$ cat src/rtl/wdt_pkg.sv
package wdt_pkg;

    localparam int DATA_W    = 8;
    localparam int ADDR_W    = 2;
    localparam int MULT_W    = 5;
    localparam int RES_W     = 2;
    localparam int MAX_SHIFT = 2 * ((1 << RES_W) - 1);
    localparam int CNT_W     = MULT_W + MAX_SHIFT;
    localparam int FLAG_BIT  = DATA_W - 1;
    localparam int CTRL_BIT  = 6;

    typedef struct packed {
        logic              steer;
        logic [MULT_W-1:0] mult;
        logic [RES_W-1:0]  res;
    } wd_cfg_t;

    typedef enum logic [ADDR_W-1:0] {
        REG_CFG   = 2'd0,
        REG_STAT  = 2'd1,
        REG_CTRL  = 2'd2,
        REG_SPARE = 2'd3
    } reg_addr_e;

    function automatic logic [CNT_W-1:0] timeout_ticks(input wd_cfg_t c);
        logic [CNT_W-1:0] base;
        base = CNT_W'(c.mult);
        return base << (2 * c.res);
    endfunction

endpackage

$ cat src/rtl/wdt_regs.sv
module wdt_regs
    import wdt_pkg::*;
(
    input  logic              clk,
    input  logic              rst,
    input  logic              bus_sel,
    input  logic              bus_we,
    input  logic [ADDR_W-1:0] bus_addr,
    input  logic [DATA_W-1:0] bus_wdata,
    input  logic              expire_i,
    output logic              restart_o,
    output logic [CNT_W-1:0]  load_ticks_o,
    output logic              steer_o,
    output logic [DATA_W-1:0] bus_rdata
);

    wd_cfg_t           cfg_q;
    logic              flag_q;
    logic [DATA_W-1:0] ctrl_q;
    logic [DATA_W-1:0] rdata_q;
    logic [DATA_W-1:0] rd_mux;
    wd_cfg_t           next_cfg;
    reg_addr_e         dec;
    logic              wr_cfg, wr_ctrl, wr_stat, steered_exp;

    assign dec         = reg_addr_e'(bus_addr);
    assign restart_o   = bus_sel && (dec == REG_CFG);
    assign wr_cfg      = restart_o && bus_we;
    assign wr_ctrl     = bus_sel && bus_we && (dec == REG_CTRL);
    assign wr_stat     = bus_sel && bus_we && (dec == REG_STAT);
    assign steered_exp = expire_i && cfg_q.steer;

    // a write loads the incoming value, a read reloads the stored one
    assign next_cfg     = bus_we ? wd_cfg_t'(bus_wdata) : cfg_q;
    assign load_ticks_o = timeout_ticks(next_cfg);
    assign steer_o      = cfg_q.steer;

    always_comb begin
        rd_mux = '0;
        case (dec)
            REG_CFG:  rd_mux = cfg_q;
            REG_STAT: rd_mux[FLAG_BIT] = flag_q;
            REG_CTRL: rd_mux = ctrl_q;
            default:  rd_mux = '0;
        endcase
    end

    always_ff @(posedge clk) begin
        if (rst) begin
            cfg_q   <= '0;
            flag_q  <= 1'b0;
            ctrl_q  <= '0;
            rdata_q <= '0;
        end else begin
            if (restart_o)
                flag_q <= 1'b0;
            else if (expire_i)
                flag_q <= 1'b1;

            if (wr_cfg)
                cfg_q <= wd_cfg_t'(bus_wdata);
            else if (steered_exp)
                cfg_q <= '0;

            if (wr_ctrl)
                ctrl_q <= bus_wdata;
            else if (steered_exp)
                ctrl_q[CTRL_BIT] <= 1'b0;

            if (bus_sel && !bus_we)
                rdata_q <= rd_mux;
        end
    end

    assign bus_rdata = rdata_q;

    // any service access leaves the flag clear
    a_r2_service_clears_flag: assert property (@(posedge clk) disable iff (rst)
        restart_o |=> !flag_q);

    // status writes never move the flag
    a_r7_status_write_ignored: assert property (@(posedge clk) disable iff (rst)
        (wr_stat && !expire_i) |=> (flag_q == $past(flag_q)));

    // expiry raises the flag
    a_r4_expiry_sets_flag: assert property (@(posedge clk) disable iff (rst)
        expire_i |=> flag_q);

    // steered expiry wipes configuration and control bit
    a_r5_steer_clears: assert property (@(posedge clk) disable iff (rst)
        (steered_exp && !(bus_sel && bus_we)) |=> (cfg_q == '0 && !ctrl_q[CTRL_BIT]));

    // unsteered expiry keeps configuration
    a_r6_irq_keeps_cfg: assert property (@(posedge clk) disable iff (rst)
        (expire_i && !cfg_q.steer && !(bus_sel && bus_we)) |=> $stable(cfg_q));

endmodule

$ cat src/rtl/wdt_countdown.sv
module wdt_countdown
    import wdt_pkg::*;
(
    input  logic             clk,
    input  logic             rst,
    input  logic             tick_i,
    input  logic             restart_i,
    input  logic [CNT_W-1:0] load_ticks_i,
    input  logic             steer_i,
    output logic             expire_o,
    output logic             reset_req_o,
    output logic             irq_o
);

    logic [CNT_W-1:0] cnt_q;
    logic             armed_q;
    logic             rst_pulse_q;
    logic             irq_pulse_q;
    logic             last_tick;

    assign last_tick = (cnt_q == CNT_W'(1));
    // a service access in the same cycle wins over the expiring tick
    assign expire_o  = tick_i && armed_q && last_tick && !restart_i;

    always_ff @(posedge clk) begin
        if (rst) begin
            cnt_q       <= '0;
            armed_q     <= 1'b0;
            rst_pulse_q <= 1'b0;
            irq_pulse_q <= 1'b0;
        end else begin
            rst_pulse_q <= expire_o && steer_i;
            irq_pulse_q <= expire_o && !steer_i;
            if (restart_i) begin
                cnt_q   <= load_ticks_i;
                armed_q <= (load_ticks_i != '0);
            end else if (tick_i && armed_q) begin
                cnt_q <= cnt_q - CNT_W'(1);
                if (last_tick)
                    armed_q <= 1'b0;
            end
        end
    end

    assign reset_req_o = rst_pulse_q;
    assign irq_o       = irq_pulse_q;

    // outputs are exclusive single-cycle pulses
    a_r10_exclusive: assert property (@(posedge clk) disable iff (rst)
        !(rst_pulse_q && irq_pulse_q));
    a_r5_one_cycle_reset: assert property (@(posedge clk) disable iff (rst)
        rst_pulse_q |=> !rst_pulse_q);
    a_r6_one_cycle_irq: assert property (@(posedge clk) disable iff (rst)
        irq_pulse_q |=> !irq_pulse_q);

    // expiry disarms until the next restart
    a_r10_disarm: assert property (@(posedge clk) disable iff (rst)
        expire_o |=> !armed_q);

    // a zero timeout never arms
    a_r9_zero_idle: assert property (@(posedge clk) disable iff (rst)
        (restart_i && load_ticks_i == '0) |=> !armed_q);

    // the count moves only on ticks
    a_r1_hold_without_tick: assert property (@(posedge clk) disable iff (rst)
        (!tick_i && !restart_i) |=> $stable(cnt_q));

endmodule

$ cat src/rtl/wdog_tick_timer.sv
module wdog_tick_timer
    import wdt_pkg::*;
(
    input  logic              clk,
    input  logic              rst,
    input  logic              reg_sel,
    input  logic              reg_we,
    input  logic [ADDR_W-1:0] reg_addr,
    input  logic [DATA_W-1:0] reg_wdata,
    output logic [DATA_W-1:0] reg_rdata,
    input  logic              tick,
    output logic              reset_req,
    output logic              irq
);

    logic             restart;
    logic             expire;
    logic             steer;
    logic [CNT_W-1:0] load_ticks;

    wdt_regs u_regs (
        .clk          (clk),
        .rst          (rst),
        .bus_sel      (reg_sel),
        .bus_we       (reg_we),
        .bus_addr     (reg_addr),
        .bus_wdata    (reg_wdata),
        .expire_i     (expire),
        .restart_o    (restart),
        .load_ticks_o (load_ticks),
        .steer_o      (steer),
        .bus_rdata    (reg_rdata)
    );

    wdt_countdown u_count (
        .clk          (clk),
        .rst          (rst),
        .tick_i       (tick),
        .restart_i    (restart),
        .load_ticks_i (load_ticks),
        .steer_i      (steer),
        .expire_o     (expire),
        .reset_req_o  (reset_req),
        .irq_o        (irq)
    );

    // no event in the cycle after a reset
    a_r8_quiet_after_reset: assert property (@(posedge clk)
        $past(rst) |-> (!reset_req && !irq));

endmodule

$ cat config.mk
export PLATFORM = sky130hd
export DESIGN_NAME = wdog_tick_timer
export DESIGN_NICKNAME = d
export VERILOG_FILES = /design/src/rtl/wdt_pkg.sv /design/src/rtl/wdt_regs.sv /design/src/rtl/wdt_countdown.sv /design/src/rtl/wdog_tick_timer.sv
export SDC_FILE = /design/constraint.sdc
export NUM_CORES = 1
export LEC_CHECK = 0
export ABC_AREA = 0
export BUFFER_PORTS_ARGS = -buffer_cell sky130_fd_sc_hd__buf_4
export CORE_ASPECT_RATIO = 0.5
export CORE_MARGIN = 5
export CORE_UTILIZATION = 57
export DETAILED_ROUTE_END_ITERATION = 10
export PLACE_DENSITY_LB_ADDON = 0.05
export SLEW_MARGIN = 20
export SYNTH_ARGS = -nofsm -noshare
export SYNTH_HDL_FRONTEND = slang
export SYNTH_SLANG_ARGS = --single-unit
$ cat constraint.sdc
create_clock -name clk -period 2.9 [get_ports clk]
set_input_delay 0 -clock clk [delete_from_list [all_inputs] [get_ports clk]]
set_output_delay 0 -clock clk [all_outputs]
set_load 0.01 [all_outputs]
* Word-level counts from Yosys, hierarchy flattened
Cells that the tools add are included.
Cells by class: add/sub/neg operators 1, equal/unequal tests 3, multiplexer cells 12, reduce and logical (&&, ||, !) cells 21, shift operators 1
Operators with widths (number):
- $mux 11 | 2
- $mux 8 | 2
- $pmux 7 s2 | 1
- $eq 11x1->1 const B | 1
- $reduce_bool 11->1 | 1
- $shl 5x3->11 | 1
- $sub 11x1->11 const B | 1
- $logic_and 1x1->1 | 10
- $reduce_bool 2->1 | 4
- $mux 7 | 1
- $mux 1 | 5
- $logic_not 1->1 | 3
- $pmux 1 s3 | 1
- $eq 2x1->1 const B | 1
- $eq 2x2->1 const B | 1
- $logic_not 2->1 | 1
- $reduce_and 2->1 | 1
- $reduce_or 2->1 | 1
Storage, ports and cells: flip-flop bits (word level) 39, output and inout bits 10, bits of input ports 15

* Longest topological paths before layout
Gate-level depths: netlist (run 1).
depth after elaboration 7, depth in mapped cells 8, mapped depth without buffers 7

* By module
From an unflattened synthesis (run 1), not the netlist that was laid out.
Unflattened totals: cell total of the unflattened synthesis 242, area total of the unflattened synthesis 2028.2 sq um
Modules (own cells, without submodules):
- wdt_regs | cells each 148, area an instance 1229.9 sq um, times used 1
- wdt_countdown | cells each 94, area an instance 798.3 sq um, times used 1

* Worst setup path before layout (run 1)
No wires, ideal clock.
path type register to register, start reg u_count.cnt_q[4], end reg u_regs.cfg_q[0] (netlist name), clock period less this slack 2048 ps, setup time 117 ps, arrival 1931 ps, cell stages (with the launch flop) 7, setup slack 852 ps, required time 2783 ps, path through dfxtp_1 or4_4 or4_1 buf_2 nor2_4 a211oi_2 a22o_1
Between the ends: word-level cells in the longest chain between the ends 5
RTL lines:
- start, declared | RTL line wdt_countdown.sv:15 | logic [CNT_W-1:0] cnt_q;
- start signal, assigned | RTL line wdt_countdown.sv:35 | cnt_q <= load_ticks_i;
- start signal, assigned | RTL line wdt_countdown.sv:38 | cnt_q <= cnt_q - CNT_W'(1);
- $eq 11x1->1 | RTL line wdt_countdown.sv:21 | assign last_tick = (cnt_q == CNT_W'(1));
- $logic_and 1x1->1 (2 in series) | RTL line wdt_countdown.sv:23 | assign expire_o = tick_i && armed_q && last_tick && !restart_i;
- $logic_and 1x1->1 | RTL line wdt_regs.sv:31 | assign steered_exp = expire_i && cfg_q.steer;
- $reduce_bool 2->1 (no source line)
- end signal, assigned | RTL line wdt_regs.sv:61 | cfg_q <= wd_cfg_t'(bus_wdata);
- end, declared | RTL line wdt_regs.sv:17 | wd_cfg_t cfg_q;
Every way passes these cells. A chain may end at the register's enable or synchronous reset.

* Final worst setup path (run 1)
start reg u_count.cnt_q[4], end reg u_regs.cfg_q[3] (netlist name)
The elaborated chain is that of the path after synthesis.

==> flow_summary.toml, run 1 <==
[grt]
grt_pass1_vias = 1743
antenna_found_initial = 0
grt_start_max_net_pins = 34
grt_first_pass_wirelength_mm = 8.26
overflow = 0
grt_usage_pct = 21.7

[sta]
hold_violations = 0
period_share_pct = 77.1
rsz0062_at_grt = "false"
fin_skew_ps = 6.32
slew_violations = 0
worst_slew_pin_slew_ps = 859
max_freq_mhz = 447
setup_tns_ps = 0
setup_viol = 0
relSlewSlack_pct = 42.6
min_period_ps = 2230
layout_setup_ws_ps = 665

[yosys]
syn_inst = 246
ys_seq_elements = 39
synth_edf_count = 0
async_flop_share_pct = 0
synth_area_leaders = "dfxtp_1, mux2_2, a21oi_1, nand2_1, nor2_1"
yosys_most_used_dff = "dfxtp_1"
ys_types = 42
yosys.area.top_type_share_pct = 38.4
synth.cell_area_um2 = 2030
netlist.top_cell.by_area = "dfxtp_1"
ys_warn_count = 0
syn_area_per_cell_um2 = 8.25
syn_nets = 263
yosysSeqAreaShare_pct = 38.4

[die]
fp.dieH_um = 52.2
start_util_pct = 59.1
rows = 15
fp.dieW_um = 94.4
dieArea_um2 = 4930
core_area_um2 = 3430
io_pins = 25

[status]
status = "finished clean"

[placement]
pre_cts_slack_ps = 690
finalWeightedCongestion = 0.836
portBuffers = 24
dp_hpwl_mm = 3.43

[setup_path]
worstSetupPathType = "reg2reg"
r2r_slack_ps = 670
start_kind = "flip-flop"
arrival_ps = 2430
cp.required_ps = 3090
crit_fanout = 8
critPathCaptureType = "flip-flop"
reg2regPathDepth = 5

[worst_hold_path]
min_path_type = "in2reg"
hold_depth = 3

[detailed_routing]
wl_mm = 4.83
ant_nets = 0
routed-via-count = 1833
wl_per_cell_um = 15.1
drc_errors = 0
drt_first_pass_iters = 4
vias_per_cell = 5.73
drtIter0Drc = 125

[cts]
cts_sinks = 39
ctsResizeCount = 0
cts_root_buffer = "clkbuf_8"
path_clk_slew_ps = 80
tritoncts = "built"
cts_buffer_depth = 2
insertion_delay_ps = 300
cts_made_buffers = 5
cts_max_level = 2

[run]
max_cap_viol_count = 0

[power_and_ir_drop]
p_per_area_nw_per_um2 = 460
seqPwrFrac_pct = 52.0
intPower_mw = 0.789
peakVddDrop_mv = 0.268
power_mw = 1.09
swShare_pct = 27.6
p_comb_share_pct = 14.8
p_sw_mw = 0.301
p_leak_nw = 0.908
clkPwrFrac_pct = 33.2

[layout]
n_fill_cell = 292
drive_gt1_share_pct = 17.8
nNetsFinal = 285
final_common_cell = "dfxtp_1"
final_cell_mix = "dfxtp_1, nand2_1, buf_4"
n_antenna_cell = 0
syn_to_final_growth_pct = 16.7
[through the flow]
stage	hold WS (ps)	instance area (um^2)	util (%)	cells
after CTS	1.96	2370	69.0	320
after detailed placement	224	2210	64.4	305
after global placement	224	2210	64.4	305
after floorplan	126	2030	-	246
final	12.7	2370	69.0	320
after global routing	27.1	2370	69.0	320
[critical path, cell delays in order (launching register included)]
cell      delay, ps
dfxtp_1         350
or4_4           580
or4_1           700
nor2_4          140
a211oi_2        100
a22o_1          260
[cell usage after synthesis (all sizes together) (4+ instances only)]
cell and instances:
nand3 10, a22oi 9, mux2i 5, inv 5
nor2 24, xor2 6, a22o 8, a21oi 23
buf 5, nor2b 4, nand2 28, o21ai 9
dfxtp 39, mux2 11, nor3 7, a211oi 9
clkbuf 11
[registers in the layout, summed over array words and instances (netlist names)]
name                 cells
u_regs.steer_o           1
u_regs.flag_q            1
u_count.irq_o            1
u_count.reset_req_o      1
u_count.cnt_q           11
u_regs.cfg_q             7
u_count.armed_q          1
u_regs.ctrl_q            8
u_regs.bus_rdata         8
[kinds of logic (layout without fill, tap and decap cells)]
group	count (synthesis)	count (layout)	share of synthesized area [%]
adder cells (fa/ha/maj)	2	2	1.23
multiplexers	16	16	8.56
flip-flops	39	39	38.4
XOR/XNOR	8	8	3.45
AND/OR/NAND/NOR	94	94	22.9
AO/OA/AOI/OAI	66	66	21.3
buffers and inverters	21	44	4.07
[layer usage]
metal	vias to the layer above	wire [um]	track usage [%]
li1	929	-	-
met1	863	2390	29.2
met2	34	2210	35.0
met3	7	181	5.16
met4	0	45	6.47
met5	-	0	0
[power by group through the flow]
stage | combinational (mW) | sequential (mW) | clock (mW)
after global routing | 0.180 | 0.569 | 0.398
final | 0.162 | 0.567 | 0.362
after floorplan | 0.112 | 0.574 | 0
after CTS | 0.160 | 0.566 | 0.369
after detailed placement | 0.152 | 0.579 | 0
after global placement | 0.149 | 0.577 | 0
[path summary, 6_finish.rpt]
| kind | startpoint | to |
|---|---|---|
| worst min-delay path | reg_wdata[0] | u_regs.ctrl_q[0]$_SDFFE_PP0P_ |
| worst max register to register | u_count.cnt_q[4]$_SDFFE_PP0P_ | u_regs.cfg_q[3]$_SDFFE_PP0P_ |
| worst max-delay path | u_count.cnt_q[4]$_SDFFE_PP0P_ | u_regs.cfg_q[3]$_SDFFE_PP0P_ |
| worst min register to register | u_regs.ctrl_q[3]$_SDFFE_PP0P_ | u_regs.ctrl_q[3]$_SDFFE_PP0P_ |
[timing repair]
item                      CTS  global route
hold endpoints to repair   12             0
buffers inserted            0             0
hold buffers                7             0
[area by class of cell]
cell class	instances	area, um^2	area share [%]
Multi-Input combinational cell	186	1170	49.3
Sequential cell	39	781	32.9
Timing Repair Buffer	31	250	10.6
Clock buffer	5	68.8	2.90
Tap cell	51	63.8	2.69
Clock inverter	3	20.0	0.845
Inverter	5	18.8	0.792
Power figures use the tool's default switching activity.
==> run 2, diff against run 1 <==
--- a/config.mk
+++ b/config.mk
@@ -9,7 +9,7 @@
 export BUFFER_PORTS_ARGS = -buffer_cell sky130_fd_sc_hd__buf_4
 export CORE_ASPECT_RATIO = 0.5
 export CORE_MARGIN = 5
-export CORE_UTILIZATION = 57
+export CORE_UTILIZATION = 52
 export DETAILED_ROUTE_END_ITERATION = 10
 export PLACE_DENSITY_LB_ADDON = 0.05
 export SLEW_MARGIN = 20
==> constraint.sdc (replaced) <==
create_clock -name clk -period 1.9 [get_ports clk]
set_input_delay 0 -clock clk [delete_from_list [all_inputs] [get_ports clk]]
set_output_delay 0 -clock clk [all_outputs]
set_load 0.01 [all_outputs]
==> run 2 against run 1 <==
Net effect:
- the run now ends with setup timing left
- clock power is 130% higher
- sequential share of layout area decreased by 2.2 points
- final cell count increased by 5.3%
- utilization shrank 2.2 points
- sequential power grew 52%
- maximum frequency grew 13%
- power grew 81%
- wire length increased by 8.6%
- first-iteration DRC count down 4.0%
- global-route usage down 0.23 points
- count of clock-buffer cells in the layout rose by 1
- critical path type unchanged
- critical endpoint is now u_regs.cfg_q[2]$_SDFFE_PP0P_
- largest cell class unchanged
==> flow_summary.toml, run 2 (same netlist as run 1, synthesis figures left out) <==
[layout]
final_cell_area_um2 = 2550
syn_to_final_growth_pct = 25.7
regMostFlops = "u_count.cnt_q"
nNetsFinal = 299
final_cell_mix = "buf_4, dfxtp_1, nand2_1"
largest_reg_flops = 11
fin_util_pct = 66.8
n_antenna_cell = 0
drive_gt1_share_pct = 23.3

[setup_path]
timing.rr.start = "u_count.cnt_q[7]$_SDFFE_PP0P_"
crit_fanout = 8
worstSetupPathType = "reg2reg"
rr_endpoint = "u_regs.cfg_q[2]$_SDFFE_PP0P_"
r2r_slack_ps = -80
cp.required_ps = 2090
arrival_ps = 2170
start_kind = "flip-flop"
reg2regPathDepth = 5
critPathCaptureType = "flip-flop"

[detailed_routing]
wl_per_cell_um = 15.5
drtIter0Drc = 120
ant_nets = 0
drt_first_pass_iters = 4
routed-via-count = 1901
vias_per_cell = 5.64
drc_errors = 0
wl_mm = 5.24

[grt]
grt_usage_pct = 21.5
grt_first_pass_wirelength_mm = 8.67
grt_start_max_net_pins = 34
antenna_found_initial = 0
overflow = 0
grt_pass1_vias = 1804

[sta]
worst_slew_pin_slew_ps = 618
setup_viol = 12
max_freq_mhz = 505
period_share_pct = 104
fin_skew_ps = 11.2
min_period_ps = 1980
rsz0062_at_grt = "true"
relSlewSlack_pct = 57.6
layout_setup_ws_ps = -79.3
hold_violations = 0
slew_violations = 0

[die]
fp.dieW_um = 98.4
io_pins = 25
rows = 16
dieArea_um2 = 5330
core_area_um2 = 3820
start_util_pct = 53.1
fp.dieH_um = 54.2

[placement]
portBuffers = 24
dp_hpwl_mm = 3.59
dpl_cell_area_um2 = 2320
finalWeightedCongestion = 0.828
pre_cts_slack_ps = -73.8

[power_and_ir_drop]
p_per_area_nw_per_um2 = 771
p_sw_mw = 0.472
swShare_pct = 24.0
intPower_mw = 1.50
p_leak_nw = 1.01
p_comb_share_pct = 14.5
clkPwrFrac_pct = 41.8
seqPwrFrac_pct = 43.7
power_mw = 1.97
peakVddDrop_mv = 0.402

[cts]
insertion_delay_ps = 300
cts_sinks = 39
cts_made_buffers = 5
cts_root_buffer = "clkbuf_8"
cts_max_level = 2
path_clk_slew_ps = 80
cts_buffer_depth = 2
tritoncts = "built"

[worst_hold_path]
hold_end = "u_regs.bus_rdata[6]$_SDFFE_PP0P_"
min_from = "rst"
hold_depth = 2
min_path_type = "in2reg"

[status]
violations = "setup timing"
status = "complete, but fails checks"

[run]
max_cap_viol_count = 0
==> run 2: changes by cell type in the layout (fill, tap and decap cells not counted), sizes merged <==
cell,change
buf,+13
bufinv,+2
clkinvlp,-2
clkbuf,+1
clkinv,-1
dlygate4sd3,+1
==> run 2: final cells by class <==
type | instances | area [um^2]
multi-input cells | 186 | 1190
well taps | 54 | 67.6
clock inverters | 2 | 60.1
inverters | 5 | 18.8
clock buffers | 6 | 72.6
flip-flops and latches | 39 | 785
repair buffers | 45 | 362
fillers | 329 | 1270
==> run 2: power by group through the flow <==
| stage | combinational (mW) | sequential (mW) | clock (mW) |
|---|---|---|---|
| floorplan | 0.175 | 0.876 | 0 |
| global placement | 0.261 | 0.877 | 0 |
| detailed placement | 0.265 | 0.878 | 0 |
| CTS | 0.282 | 0.859 | 0.833 |
| global route | 0.317 | 0.863 | 0.873 |
| finish | 0.285 | 0.860 | 0.824 |
==> run 2: repair_timing <==
action                                  4_1_cts  5_1_grt
endpoints found under the setup margin       12       13
setup buffers                                 1        0
hold buffers                                  8        0
hold endpoints to repair                     14        0
gates resized for setup                       2        1
pin swaps                                     3        0
==> run 2: how the worst max path moves through the flow <==
| stage | startpoint | to | slack, ps |
|---|---|---|---|
| 4_1_cts | u_count.cnt_q[7]$_SDFFE_PP0P_ | u_regs.cfg_q[3]$_SDFFE_PP0P_ | -80 |
| 5_1_grt | u_count.cnt_q[7]$_SDFFE_PP0P_ | u_regs.ctrl_q[6]$_SDFFE_PP0P_ | -140 |
| 6_report | u_count.cnt_q[7]$_SDFFE_PP0P_ | u_regs.cfg_q[2]$_SDFFE_PP0P_ | -80 |
| 2_1_floorplan | u_count.cnt_q[1]$_SDFFE_PP0P_ | u_regs.cfg_q[0]$_SDFFE_PP0P_ | -90 |
| 3_3_place_gp | u_count.cnt_q[1]$_SDFFE_PP0P_ | u_regs.steer_o$_SDFFE_PP0P_ | -40 |
| 3_5_place_dp | u_count.cnt_q[1]$_SDFFE_PP0P_ | u_regs.ctrl_q[6]$_SDFFE_PP0P_ | -70 |
==> run 2: layer usage <==
layer | vias to the layer above | global-route usage (%) | routed length, um
met2 | 38 | 35.3 | 2350
met4 | 0 | 7.48 | 51
met3 | 7 | 4.92 | 225
li1 | 956 | - | -
met5 | - | 0 | 0
met1 | 900 | 28.4 | 2610
==> run 2: critical path, stage by stage, from the launching register on <==
cell      delay [ps]
dfxtp_2          320
or4_4            530
or4_4            590
nor2_4           120
a211oi_4          70
a22o_1           240
==> run 2: metrics by stage <==
step                      std cells  hold slack, ps  TNS [ps]
after global placement          320             225      -375
after detailed placement        320             231      -648
final                           337            94.9      -599
after CTS                       337            90.5      -622
after global routing            337             101     -1150
after floorplan                 246             125      -692
==> run 3, diff against run 2 <==
--- a/config.mk
+++ b/config.mk
@@ -12,6 +12,8 @@
 export CORE_UTILIZATION = 52
 export DETAILED_ROUTE_END_ITERATION = 10
 export PLACE_DENSITY_LB_ADDON = 0.05
+export RECOVER_POWER = 100
+export SKIP_LAST_GASP = 1
 export SLEW_MARGIN = 20
 export SYNTH_ARGS = -nofsm -noshare
 export SYNTH_HDL_FRONTEND = slang
==> run 3 against run 2 <==
Net effect:
- the run still ends with setup timing left
- utilization fell by 1.2 points
- register-to-register slack barely moved
- die area did not move
- worst hold slack got worse by 3.8 ps
- power barely moved
- maximum frequency rose by 0.23%
- count of clock-buffer cells in the layout did not move
- critical path type unchanged
- critical endpoint unchanged
==> flow_summary.toml, run 3 (same netlist as run 1, synthesis figures left out) <==
[cts]
cts_max_level = 2
path_clk_slew_ps = 80
cts_root_buffer = "clkbuf_8"
cts_made_buffers = 5
insertion_delay_ps = 300
cts_buffer_depth = 2
tritoncts = "built"
cts_sinks = 39

[layout]
n_antenna_cell = 0
regMostFlops = "u_count.cnt_q"
nNetsFinal = 299
largest_reg_flops = 11
final_cell_area_um2 = 2510
final_common_cell = "dfxtp_1"
final_cells = 337
fin_util_pct = 65.5
syn_to_final_growth_pct = 23.4
drive_gt1_share_pct = 18.7
final_cell_mix = "dfxtp_1, nand2_1, buf_4"

[placement]
finalWeightedCongestion = 0.828
pre_cts_slack_ps = -73.8
dp_hpwl_mm = 3.59
dpl_cell_area_um2 = 2320
placedCellCount = 320
portBuffers = 24

[worst_hold_path]
min_path_type = "in2reg"
hold_depth = 2

[status]
violations = "setup timing"
status = "complete, but fails checks"

[detailed_routing]
drc_errors = 0
wl_mm = 5.20
wl_per_cell_um = 15.4
routed-via-count = 1898
vias_per_cell = 5.63
ant_nets = 0
drtIter0Drc = 115
drt_first_pass_iters = 4

[setup_path]
critical-path-top-delay-family = "simple AND/OR/NAND/NOR gates"
reg2regPathDepth = 5
cp_slowest_stage_delay_ps = 590
crit_fanout = 8
start_kind = "flip-flop"
arrival_ps = 2170
path_common_cell = "or4_4"
crit_slowest_cell = "or4_4"
crit_chain = "or4_4 > or4_4 > nor2_4 > a211oi_4 > a22o_1"
crit_cells = 5
cp.required_ps = 2090
critPathCaptureType = "flip-flop"
worstSetupPathType = "reg2reg"
crit_buf_inv = 0

[die]
rows = 16
core_area_um2 = 3820
io_pins = 25
fp.dieH_um = 54.2
dieArea_um2 = 5330
fp.dieW_um = 98.4
start_util_pct = 53.1

[grt]
grt_usage_pct = 21.5
overflow = 0
grt_pass1_vias = 1804
grt_first_pass_wirelength_mm = 8.67
grt_start_max_net_pins = 34
antenna_found_initial = 0

[sta]
period_share_pct = 104
max_freq_mhz = 506
slew_violations = 0
layout_setup_ws_ps = -74.7
min_period_ps = 1970
relSlewSlack_pct = 58.0
whs_ps = 91.1
hold_violations = 0
setup_viol = 12
rsz0062_at_grt = "true"
fin_skew_ps = 10.5
worst_slew_pin_slew_ps = 613

[power_and_ir_drop]
peakVddDrop_mv = 0.406
p_leak_nw = 0.960
p_per_area_nw_per_um2 = 786

[run]
max_cap_viol_count = 0
==> run 3: cell types whose count changed in the layout (fill, tap and decap cells not counted), sizes merged <==
| cell | change |
|---|---|
| buf | -12 |
| clkbuf | +12 |
==> run 3: what timing repair did <==
item / 4_1_cts / 5_1_grt
gates resized for setup: 2 / 1
hold buffers: 8 / 0
pin swaps: 3 / 0
buffers inserted: 1 / 0
cloned: 0 / 0
endpoints found under the hold margin: 14 / 0
endpoints found under the setup margin: 12 / 13
==> run 3: worst paths after layout <==
check / start / end / slack (ps)
setup / recovery: u_count.cnt_q[7]$_SDFFE_PP0P_ / u_regs.cfg_q[2]$_SDFFE_PP0P_ / -70
hold / removal: rst / u_regs.bus_rdata[6]$_SDFFE_PP0P_ / 90
setup reg to reg: u_count.cnt_q[7]$_SDFFE_PP0P_ / u_regs.cfg_q[2]$_SDFFE_PP0P_ / -70
hold reg to reg: u_regs.ctrl_q[2]$_SDFFE_PP0P_ / u_regs.ctrl_q[2]$_SDFFE_PP0P_ / 460
==> run 3: per-layer routing <==
| layer | track usage [%] | share of wire (%) | vias to the layer above | wire length, um |
|---|---|---|---|---|
| li1 | - | - | 958 | - |
| met1 | 28.4 | 49 | 895 | 2530 |
| met2 | 35.3 | 46 | 38 | 2370 |
| met3 | 4.92 | 4.6 | 7 | 238 |
| met4 | 7.48 | 1.1 | 0 | 59 |
| met5 | 0 | 0 | - | 0 |
==> run 3: cell type report <==
type / count / area, um^2
clock buffers: 6 / 72.6
clock inverters: 2 / 60.1
fillers: 347 / 1320
inverters: 5 / 18.8
multi-input cells: 186 / 1190
flip-flops and latches: 39 / 783
well taps: 54 / 67.6
repair buffers: 45 / 317
==> run 3: worst reg2reg max path: stages (launching register included) <==
cell and delay (ps):
dfxtp_2 320, or4_4 530, or4_4 590, nor2_4 120
a211oi_4 70, a22o_1 240
==> run 3: through the flow <==
step	TNS [ps]	total power, mW
detailed placement	-648	1.14
finish	-555	1.97
global route	-1150	2.05
global placement	-375	1.14
floorplan	-692	1.05
CTS	-622	1.97
==> run 3: where the power goes <==
group / switching, mW / internal, mW
clock: 0.302 / 0.525
combinational: 0.154 / 0.129
sequential: 0.0190 / 0.840
total: 0.475 / 1.49
